File: config.mk
export PLATFORM = sky130hd
export DESIGN_NAME = ks_prefix_adder
export DESIGN_NICKNAME = d
export VERILOG_FILES = /design/src/rtl/ks_adder_pkg.sv /design/src/rtl/ks_bit_cells.sv /design/src/rtl/ks_prefix_tree.sv /design/src/rtl/ks_sum_select.sv /design/src/rtl/ks_prefix_adder.sv
export SDC_FILE = /design/constraint.sdc
export NUM_CORES = 1
export LEC_CHECK = 0
export ABC_AREA = 1
export ABC_CLOCK_PERIOD_IN_PS = 1800
export BUFFER_PORTS_ARGS = -buffer_cell sky130_fd_sc_hd__buf_2
export CORE_ASPECT_RATIO = 0.5
export CORE_MARGIN = 5
export CORE_UTILIZATION = 45
export CTS_BUF_LIST = sky130_fd_sc_hd__clkbuf_4
export DETAILED_ROUTE_END_ITERATION = 6
export PLACE_DENSITY_LB_ADDON = 0.25
export SKIP_LAST_GASP = 1
export SLEW_MARGIN = 20
export SYNTH_ARGS = -nofsm -noshare
export SYNTH_HDL_FRONTEND = slang
export SYNTH_SLANG_ARGS = --single-unit
File: constraint.sdc
create_clock -name clk -period 1.8 [get_ports clk]
set_clock_uncertainty 0.15 [all_clocks]
set_input_delay 0.18 -clock clk [delete_from_list [all_inputs] [get_ports clk]]
set_output_delay 0.18 -clock clk [all_outputs]
set_load 0.02 [all_outputs]
File: src/rtl/ks_adder_pkg.sv
package ks_adder_pkg;

  // Group generate of (hi over lo): hi generates, or hi passes what lo generates.
  function automatic logic grp_gen(input logic hi_g, input logic hi_p, input logic lo_g);
    return hi_g | (hi_p & lo_g);
  endfunction

  // Group propagate: both halves must pass a carry through.
  function automatic logic grp_prop(input logic hi_p, input logic lo_p);
    return hi_p & lo_p;
  endfunction

endpackage

File: src/rtl/ks_bit_cells.sv
module ks_bit_cells #(
  parameter int WIDTH       = 16,
  parameter bit USE_OR_PROP = 1'b0
) (
  input  logic [WIDTH-1:0] a,
  input  logic [WIDTH-1:0] b,
  input  logic             cin,
  output logic [WIDTH:0]   leaf_g,
  output logic [WIDTH:1]   leaf_p,
  output logic [WIDTH-1:0] sum_if0,
  output logic [WIDTH-1:0] sum_if1
);

  logic [WIDTH-1:0] half;

  assign half = a ^ b;

  // Lane 0 is the carry-in acting as a pure generate; lane i+1 is bit i.
  assign leaf_g = {a & b, cin};

  if (USE_OR_PROP) begin : g_prop_or
    assign leaf_p = a | b;
  end else begin : g_prop_xor
    assign leaf_p = half;
  end

  // Sums for both possible incoming carries, formed beside the tree.
  assign sum_if0 = half;
  assign sum_if1 = ~half;

endmodule

File: src/rtl/ks_prefix_tree.sv
module ks_prefix_tree #(
  parameter int NP = 17
) (
  input  logic [NP-1:0] leaf_g,
  input  logic [NP-1:1] leaf_p,
  output logic [NP-1:0] carry
);

  localparam int LEVELS = $clog2(NP);

  for (genvar j = 0; j < LEVELS; j++) begin : g_lvl
    localparam int D = 1 << j;

    logic [NP-1:0] sg;
    logic [NP-1:D] sp;
    logic [NP-1:0] gv;

    if (j == 0) begin : g_src_leaf
      assign sg = leaf_g;
      assign sp = leaf_p[NP-1:D];
    end else begin : g_src_prev
      assign sg = g_lvl[j-1].gv;
      assign sp = g_lvl[j-1].g_pout.pv;
    end

    // Lanes below D already span down to the carry-in lane: pass through.
    for (genvar i = 0; i < NP; i++) begin : g_cell
      if (i < D) begin : g_pass
        assign gv[i] = sg[i];
      end else begin : g_merge
        assign gv[i] = ks_adder_pkg::grp_gen(sg[i], sp[i], sg[i-D]);
      end
    end

    // Group propagate is kept only for lanes whose span has not yet reached
    // lane 0; lanes that have reached it need only the generate.
    if (2 * D <= NP - 1) begin : g_pout
      logic [NP-1:2*D] pv;
      for (genvar i = 2 * D; i < NP; i++) begin : g_black
        assign pv[i] = ks_adder_pkg::grp_prop(sp[i], sp[i-D]);
      end
    end
  end

  assign carry = g_lvl[LEVELS-1].gv;

endmodule

File: src/rtl/ks_sum_select.sv
module ks_sum_select #(
  parameter int WIDTH = 16
) (
  input  logic [WIDTH:0]   carry,
  input  logic [WIDTH-1:0] sum_if0,
  input  logic [WIDTH-1:0] sum_if1,
  output logic [WIDTH-1:0] sum,
  output logic             cout
);

  for (genvar i = 0; i < WIDTH; i++) begin : g_pick
    assign sum[i] = carry[i] ? sum_if1[i] : sum_if0[i];
  end

  assign cout = carry[WIDTH];

endmodule

File: src/rtl/ks_prefix_adder.sv
module ks_prefix_adder #(
  parameter int WIDTH       = 16,
  parameter bit OUT_REG     = 1'b1,
  parameter bit USE_OR_PROP = 1'b0
) (
  input  logic             clk,
  input  logic             rst,
  input  logic [WIDTH-1:0] a,
  input  logic [WIDTH-1:0] b,
  input  logic             cin,
  output logic [WIDTH-1:0] sum,
  output logic             cout
);

  localparam int NP = WIDTH + 1;

  logic [NP-1:0]    leaf_g;
  logic [NP-1:1]    leaf_p;
  logic [WIDTH-1:0] sum_if0;
  logic [WIDTH-1:0] sum_if1;
  logic [NP-1:0]    carry;
  logic [WIDTH-1:0] sum_c;
  logic             cout_c;

  ks_bit_cells #(.WIDTH(WIDTH), .USE_OR_PROP(USE_OR_PROP)) u_cells (
    .a(a), .b(b), .cin(cin),
    .leaf_g(leaf_g), .leaf_p(leaf_p),
    .sum_if0(sum_if0), .sum_if1(sum_if1)
  );

  ks_prefix_tree #(.NP(NP)) u_tree (
    .leaf_g(leaf_g), .leaf_p(leaf_p), .carry(carry)
  );

  ks_sum_select #(.WIDTH(WIDTH)) u_sel (
    .carry(carry), .sum_if0(sum_if0), .sum_if1(sum_if1),
    .sum(sum_c), .cout(cout_c)
  );

  if (OUT_REG) begin : g_out_reg
    always_ff @(posedge clk) begin
      if (rst) begin
        sum  <= '0;
        cout <= 1'b0;
      end else begin
        sum  <= sum_c;
        cout <= cout_c;
      end
    end
  end else begin : g_out_comb
    assign sum  = sum_c;
    assign cout = cout_c;
  end

endmodule

==> flow_summary.json, run 1 <==
{
  "gp_congestion": 0.8580,
  "finalMaxSlewViolations": 0,
  "worstSetupEndpointType": "flip-flop",
  "h-tree-depth": 1,
  "met1_usage_pct": 20.78,
  "avgViaCountPerCell": 4.757,
  "cp-startpoint": "rst",
  "yosysTopAreaCell": "dfxtp_1",
  "rsz0062_at_grt": "false",
  "cpPeakStageDelay_ns": 0.53,
  "synth-seq-area-share_pct": 23.21,
  "finalPower_mw": 1.152,
  "clk_pin_slew_ns": 0.11,
  "ys_warn_count": 0,
  "crit_required_ns": 1.88,
  "worst_pin_slew_ns": 0.4382,
  "synth-main-ff-cell": "dfxtp_1",
  "comb_power_share_pct": 42.4,
  "die_height_um": 50.37,
  "synth_area_leaders": "dfxtp_1, nand2_1, ha_1",
  "synth_common_cells": "nand2_1, inv_1, nor2_1",
  "grt-ovfl-total": 0,
  "cp_max_fo": 14,
  "powerDensity_mw_per_mm2": 639.9,
  "drc_errors": 0,
  "synthesis.area_mm2": 0.001466,
  "diodes": 0,
  "wl_per_cell_um": 10.58,
  "area_growth_pct": 22.78,
  "dp_hpwl_um": 2941,
  "n_fill_cell": 295,
  "p_switching_mw": 0.4539,
  "setup_ws_ns": 0.3757,
  "crit_family": "buffers and inverters",
  "switching_share_pct": 39.40,
  "crit_chain": "dlygate4sd3_1 -> buf_2 -> inv_1 -> o21ai_0 -> a21oi_1",
  "finalSetupViolCount": 0,
  "fin_crit_sh_pct": 79.13,
  "synth_edf_count": 0,
  "ys_seq_elements": 17,
  "critPathSlowestCell": "dlygate4sd3_1",
  "syn_nets": 295,
  "gr-usage-met3_pct": 4.627,
  "pre_cts_slack_ns": 0.1194,
  "met2_usage_pct": 25.42,
  "tns_ns": 0,
  "grt_pass1_vias": 1405,
  "netlist.area_leader.share_pct": 23.21,
  "finalHoldViolations": 0,
  "cts_root_buf": "clkbuf_4",
  "synthArstFlopShare_pct": 0,
  "p_int_mw": 0.6982,
  "vias": 1608,
  "gr-max-usage-layer": "met2",
  "synth_most_common_cell": "nand2_1",
  "worstHoldPathType": "input pin to flip-flop",
  "grt_pass1_wl_um": 5975,
  "grt_max_degree": 15,
  "syn_area_per_cell_um2": 6.035,
  "seqPwrFrac_pct": 37.3,
  "grt_antenna_before_repair": 0,
  "cp_num_buf_inv": 3,
  "utilization_pct": 58.73,
  "maxSlewHeadroom_pct": 70.75,
  "worst_hold_slack_ns": 0.08912,
  "die_area_mm2": 0.004570,
  "detail-route-antenna-nets": 0,
  "syn-instance-count": 243,
  "grt.total_usage_pct": 15.74,
  "peakVddDrop_v": 0.0002800,
  "cts_tree": "done",
  "ioPinCount": 52,
  "die_w_um": 90.73,
  "status": "complete, no violations",
  "cts.sinks": 17,
  "cp.arrival_ns": 1.51,
  "finalCriticalPeriod_ns": 1.424,
  "clockBufferDepth": 2,
  "drt_pass1_iterations": 7,
  "clkPwrFrac_pct": 20.3,
  "cp-start-kind": "input pin",
  "leakage_nw": 1.099,
  "hold_path_startpoint": "b[2]",
  "drv_cap": 0,
  "initial_utilization_pct": 47.84,
  "row_count": 14,
  "nets": 351,
  "crit_type": "input pin to flip-flop",
  "first_iter_violations": 81,
  "ys_types": 20,
  "portBuffers": 51,
  "wirelength_um": 3577,
  "cts_buffers": 3,
  "fmax_mhz": 702.1,
  "core_mm2": 0.003065,
  "drive_above_1_share_pct": 23.15
}
-- worst paths after layout --
path / end / cells past startpoint
setup / recovery: sum[4] / 5
hold / removal: sum[2] / 3
-- timing repair --
action | CTS | global route
hold buffers | 1 | 0
setup buffers | 0 | 0
resized for setup | 0 | 0
setup endpoints to repair | 0 | 0
endpoints found under the hold margin | 3 | 0
-- metrics by stage --
stage / cells / area, um^2
2_1_floorplan: 243 / 1466
3_3_place_gp: 333 / 1760
3_5_place_dp: 333 / 1760
4_1_cts: 338 / 1800
5_1_grt: 338 / 1800
6_report: 338 / 1800
-- layout make-up --
class	count	area (um^2)	share of cell area, %
inverters	45	168.9	9.381
flip-flops and latches	17	340.3	18.90
multi-input cells	180	945.9	52.54
well taps	40	50.05	2.780
repair buffers	52	265.3	14.73
clock buffers	4	30.03	1.668
-- cell families after synthesis --
| kind of cell | after synthesis | synth area share, % |
|---|---|---|
| flip-flops | 17 | 23.21 |
| adder cells (fa/ha/maj) | 17 | 15.02 |
| buffers and inverters | 46 | 12.29 |
| AO/OA/AOI/OAI | 28 | 9.727 |
| AND/OR/NAND/NOR | 135 | 39.76 |
-- layer usage --
layer	wire, um	vias up
met3	333	4
met4	31	0
li1	-	863
met5	0	-
met1	1656	684
met2	1555	57
-- state kept, by name (all words and copies together) (netlist names) --
| register | cells |
|---|---|
| sum | 16 |
| cout | 1 |
-- placed cells by master, fill, tap and decap left out --
cell and instances:
nand2_1 84, buf_2 51, inv_1 44, nor2_1 22, a21oi_1 21, dfxtp_1 17
ha_1 16, nand3_1 10, o21ai_0 6, nand2_2 6, clkbuf_4 4, nor3_2 3
nor2_2 3, and2_1 2, nand3b_1 2, or2_1 1, inv_2 1, nor3_1 1
nand3_2 1, o21a_1 1, fa_1 1, dlygate4sd3_1 1
-- power by group through the flow --
stage / Clock [mW] / Sequential, mW / Combinational, mW
after floorplan: 0 / 0.497 / 0.283
after global placement: 0 / 0.438 / 0.475
after detailed placement: 0 / 0.438 / 0.482
after CTS: 0.246 / 0.430 / 0.488
after global routing: 0.268 / 0.435 / 0.552
final: 0.234 / 0.430 / 0.488
Power figures use the tool's default switching activity.
==> run 2, diff against run 1 <==
- ABC_CLOCK_PERIOD_IN_PS: 1800 -> 1460
- clock period: 1.8 -> 1.46 ns (I/O delays scaled with it)
==> run 2 against run 1 <==
Global-route usage increased by 1.2 points. Utilization increased by 2.6 points. Sequential share of layout area fell by 0.79 points. Total power is 27% higher. Non-clock buffer count up 10. Hold slack worse by 0.042 ns. Critical endpoint is now sum[15].
==> flow_summary.json, run 2 (synthesized netlist as in run 1, its figures left out) <==
{
  "finalCriticalPeriod_ns": 1.309,
  "grt_pass1_wl_um": 6486,
  "multi_input_area_um2": 945.9,
  "avgViaCountPerCell": 4.667,
  "largest_register_ffs": 16,
  "cts_tree": "done",
  "fin_cells": 348,
  "area_growth_pct": 28.16,
  "first_iter_violations": 63,
  "wl_per_cell_um": 10.44,
  "finalHoldViolations": 0,
  "rsz0062_at_grt": "false",
  "worst_hold_slack_ns": 0.04757,
  "cp-start-kind": "input pin",
  "die_w_um": 90.73,
  "pre_cts_slack_ns": -0.1636,
  "fin_area_mm2": 0.001879,
  "p_int_mw": 0.8923,
  "setup_ws_ns": 0.1508,
  "utilization_pct": 61.31,
  "clk_pin_slew_ns": 0.11,
  "h-tree-depth": 1,
  "grt-ovfl-total": 0,
  "peakVddDrop_v": 0.0003009,
  "row_count": 14,
  "powerDensity_mw_per_mm2": 777.8,
  "cts_root_buf": "clkbuf_4",
  "grt_pass1_vias": 1549,
  "drive_above_1_share_pct": 25.97,
  "crit_type": "input pin to flip-flop",
  "cts.sinks": 17,
  "cp.arrival_ns": 1.37,
  "diodes": 0,
  "ioPinCount": 52,
  "crit_chain": "buf_2 -> fa_1 -> nand2_1 -> nand2_1 -> nand3_1 -> nand2_2 -> nand2_1 -> nand3_1 -> nand2_1 -> nor2_1",
  "critPathSlowestCell": "fa_1",
  "portBuffers": 51,
  "layout_commonest_cell": "nand2_1",
  "crit_top_cell": "nand2_1",
  "placed_cells": 343,
  "reg_top3": "sum: 16 flops, cout: 1 flops",
  "fmax_mhz": 763.8,
  "core_mm2": 0.003065,
  "grt.total_usage_pct": 16.96,
  "die_height_um": 50.37,
  "leakage_nw": 1.141,
  "worstSetupEndpointType": "flip-flop",
  "cp_max_fo": 4,
  "drt_pass1_iterations": 4,
  "gp_congestion": 0.8344,
  "die_area_mm2": 0.004570,
  "grt_antenna_before_repair": 0,
  "drv_cap": 0,
  "dpl_cell_area_mm2": 0.001836,
  "vias": 1624,
  "wirelength_um": 3632,
  "drc_errors": 0,
  "nets": 361,
  "finalPower_mw": 1.462,
  "comb_power_share_pct": 43.9,
  "regMostFlops": "sum",
  "clockBufferDepth": 2,
  "crit_required_ns": 1.52,
  "worst_pin_slew_ns": 0.2535,
  "worstHoldPathType": "input pin to flip-flop",
  "fin_crit_sh_pct": 89.67,
  "seqPwrFrac_pct": 36.2,
  "finalSetupViolCount": 0,
  "status": "complete, no violations",
  "final_cell_mix": "nand2_1, buf_2, inv_1",
  "final-seq-area_um2": 340.3,
  "grt_max_degree": 15,
  "cts_buffers": 3,
  "finalMaxSlewViolations": 0,
  "n_fill_cell": 307,
  "switching_share_pct": 38.96,
  "detail-route-antenna-nets": 0,
  "initial_utilization_pct": 47.84,
  "tns_ns": 0,
  "maxSlewHeadroom_pct": 83.06,
  "clkPwrFrac_pct": 19.9,
  "cpPeakStageDelay_ns": 0.43,
  "dp_hpwl_um": 3046,
  "p_switching_mw": 0.5694
}
[run 2: cell count changes in the layout (fill, tap and decap cells not counted)]
cell | previous run | this run
buf_4 | 0 | 10
clkinvlp_4 | 0 | 1
inv_1 | 44 | 43
[run 2: area by class of cell]
class                   count  area share, %
inverters                  45          9.188
flip-flops and latches     17          18.11
well taps                  40          2.663
repair buffers             62          18.11
clock buffers               4          1.598
multi-input cells         180          50.33
[run 2: worst paths after layout]
kind                  depth (start not counted)       to  from  slack (ns)
worst max-delay path                         10  sum[15]  a[0]        0.15
worst min-delay path                          3   sum[2]  b[2]        0.05
[run 2: worst max-delay path: cells and delay by family]
family | cells | cell delay, ns
adder cells (fa/ha/maj) | 1 | 0.43
AND/OR/NAND/NOR | 8 | 0.67
buffers and inverters | 1 | 0.12
[run 2: routing by layer]
layer,up-vias,global-route usage [%],routed length (um)
met5,-,0,0
met4,0,3.960,29
met3,4,4.925,331
met2,51,29.04,1664
met1,692,21.33,1607
li1,877,-,-
[run 2: what timing repair did]
action / 4_1_cts / 5_1_grt
hold buffers: 1 / 0
hold endpoints to repair: 3 / 0
setup endpoints to repair: 0 / 5
buffers inserted: 0 / 0
gates resized for setup: 0 / 1
[run 2: power groups by stage]
stage	Combinational, mW	Sequential [mW]	Clock (mW)
2_1_floorplan	0.348	0.612	0
3_3_place_gp	0.623	0.539	0
3_5_place_dp	0.636	0.540	0
4_1_cts	0.643	0.530	0.299
5_1_grt	0.733	0.535	0.316
6_report	0.641	0.529	0.291
==> run 3, diff against run 2 <==
==> constraint.sdc (replaced) <==
create_clock -name clk -period 1.46 [get_ports clk]
set_clock_uncertainty 0.15 [all_clocks]
set_input_delay 0.292 -clock clk [delete_from_list [all_inputs] [get_ports clk]]
set_output_delay 0.292 -clock clk [all_outputs]
set_load 0.02 [all_outputs]
==> run 3 against run 2 <==
Wire length rose by 4.4%. Cell area rose by 6.5%. Highest routed layer unchanged. First-iteration DRC count fell by 14%. Clock-buffer cell count fell by 1. Largest cell class unchanged. Sequential share of layout area fell by 1.1 points. Total power rose by 3.1%.
==> flow_summary.json, run 3 (synthesized netlist as in run 1, its figures left out) <==
{
  "status": "complete, no violations",
  "crit_type": "input pin to flip-flop",
  "cp-start-kind": "input pin",
  "worst_pin_slew_ns": 0.3561,
  "cts.sinks": 17,
  "crit_chain": "buf_2 -> fa_2 -> nand2_1 -> nand2_2 -> nand3b_1 -> nand2_2 -> nand2_1 -> nand2_1 -> nand2_1 -> nand2_1 -> nor2_1",
  "hold-path-endpoint": "sum[0]",
  "drive_above_1_share_pct": 32.79,
  "cts_tree": "done",
  "crit_required_ns": 1.57,
  "finalHoldViolations": 0,
  "core_mm2": 0.003065,
  "gp_congestion": 0.8405,
  "initial_utilization_pct": 47.84,
  "finalPower_mw": 1.507,
  "worstSetupEndpointType": "flip-flop",
  "clockBufferDepth": 2,
  "first_iter_violations": 54,
  "detail-route-antenna-nets": 0,
  "grt-ovfl-total": 0,
  "cts_resized": 0,
  "grt_antenna_before_repair": 0,
  "die_w_um": 90.73,
  "placed_cells": 341,
  "vias": 1623,
  "grt_max_degree": 12,
  "hold_path_startpoint": "rst",
  "final_cell_mix": "nand2_1, buf_2, inv_1",
  "die_height_um": 50.37,
  "portBuffers": 51,
  "drv_cap": 0,
  "wl_per_cell_um": 10.99,
  "cts_root_buf": "clkbuf_4",
  "rsz0062_at_grt": "true",
  "drc_errors": 0,
  "area_growth_pct": 36.52,
  "grt.total_usage_pct": 16.91,
  "drt_pass1_iterations": 4,
  "cp.arrival_ns": 1.50,
  "fmax_mhz": 718.3,
  "final-seq-area_um2": 340.3,
  "cts_buffers": 3,
  "critPathSlowestCell": "fa_2",
  "powerDensity_mw_per_mm2": 752.5,
  "maxSlewHeadroom_pct": 76.23,
  "row_count": 14,
  "h-tree-depth": 1,
  "fin_cells": 345,
  "grt_pass1_wl_um": 6451,
  "worstHoldPathType": "input pin to flip-flop",
  "layout_commonest_cell": "nand2_1",
  "finalMaxSlewViolations": 0,
  "hold_buffers": 0,
  "hold_depth": 2,
  "ioPinCount": 52,
  "finalCriticalPeriod_ns": 1.392,
  "avgViaCountPerCell": 4.704,
  "reg_top3": "sum: 16 flops, cout: 1 flops",
  "wirelength_um": 3791,
  "diodes": 0,
  "grt_pass1_vias": 1504,
  "leakage_nw": 1.135,
  "peakVddDrop_v": 0.0004197,
  "nets": 358,
  "post_cts_buffers": 0,
  "cpPeakStageDelay_ns": 0.39,
  "n_fill_cell": 288,
  "multi_input_area_mm2": 0.001100,
  "fin_crit_sh_pct": 95.36,
  "cp-startpoint": "a[0]",
  "finalSetupViolCount": 0,
  "dp_hpwl_um": 3164,
  "utilization_pct": 65.31,
  "cp_max_fo": 4,
  "die_area_mm2": 0.004570,
  "largest_register_ffs": 16,
  "crit_top_cell": "nand2_1",
  "regMostFlops": "sum",
  "clk_pin_slew_ns": 0.11
}
## run 3: cell types whose count changed in the layout (fill, tap and decap cells not counted), sizes merged
cell / change
buf: -2
clkbuf: -1
clkinv: +1
clkinvlp: -1
dlygate4sd3: -1
inv: +1
## run 3: area by class of cell
| cell class | instances | share of cell area, % |
|---|---|---|
| Multi-Input combinational cell | 180 | 54.94 |
| Sequential cell | 17 | 17.00 |
| Timing Repair Buffer | 59 | 15.75 |
| Inverter | 45 | 8.438 |
| Tap cell | 40 | 2.500 |
| Clock buffer | 3 | 1.125 |
| Clock inverter | 1 | 0.2500 |
## run 3: worst max path at each step
stage / endpoint / slack, ns / cells past startpoint
4_1_cts: sum[9] / 0.02 / 10
2_1_floorplan: sum[13] / -0.002 / 9
3_5_place_dp: sum[9] / -0.31 / 10
6_report: sum[9] / 0.07 / 11
5_1_grt: sum[9] / -0.03 / 11
3_3_place_gp: sum[13] / -0.24 / 10
## run 3: worst max-delay path, delay by kind of cell
kind / cells / cell delay (ns)
AND/OR/NAND/NOR: 9 / 0.70
adder cells (fa/ha/maj): 1 / 0.39
buffers and inverters: 1 / 0.12
## run 3: where the power goes
group          total, mW  internal [mW]  switching [mW]
Sequential         0.528          0.517          0.0105
Combinational      0.699          0.283           0.417
Clock              0.279          0.102           0.177
## run 3: layer usage
| metal | share of wire, % | GRT usage, % |
|---|---|---|
| met5 | 0 | 0 |
| met4 | 0.18 | 3.465 |
| met1 | 48 | 21.28 |
| met2 | 47 | 29.76 |
| met3 | 5.1 | 4.179 |
## run 3: per-stage QoR
step / hold WS [ns] / setup slack (ns) / setup TNS, ns / area [um^2]
floorplan: 0.2111 / -0.002469 / -0.002469 / 1588
global placement: 0.3532 / -0.2448 / -2.839 / 1942
detailed placement: 0.3552 / -0.3086 / -3.306 / 1942
CTS: 0.01182 / 0.01866 / 0 / 1969
global route: 0.006144 / -0.02941 / -0.02941 / 2002
finish: 0.02178 / 0.06777 / 0 / 2002
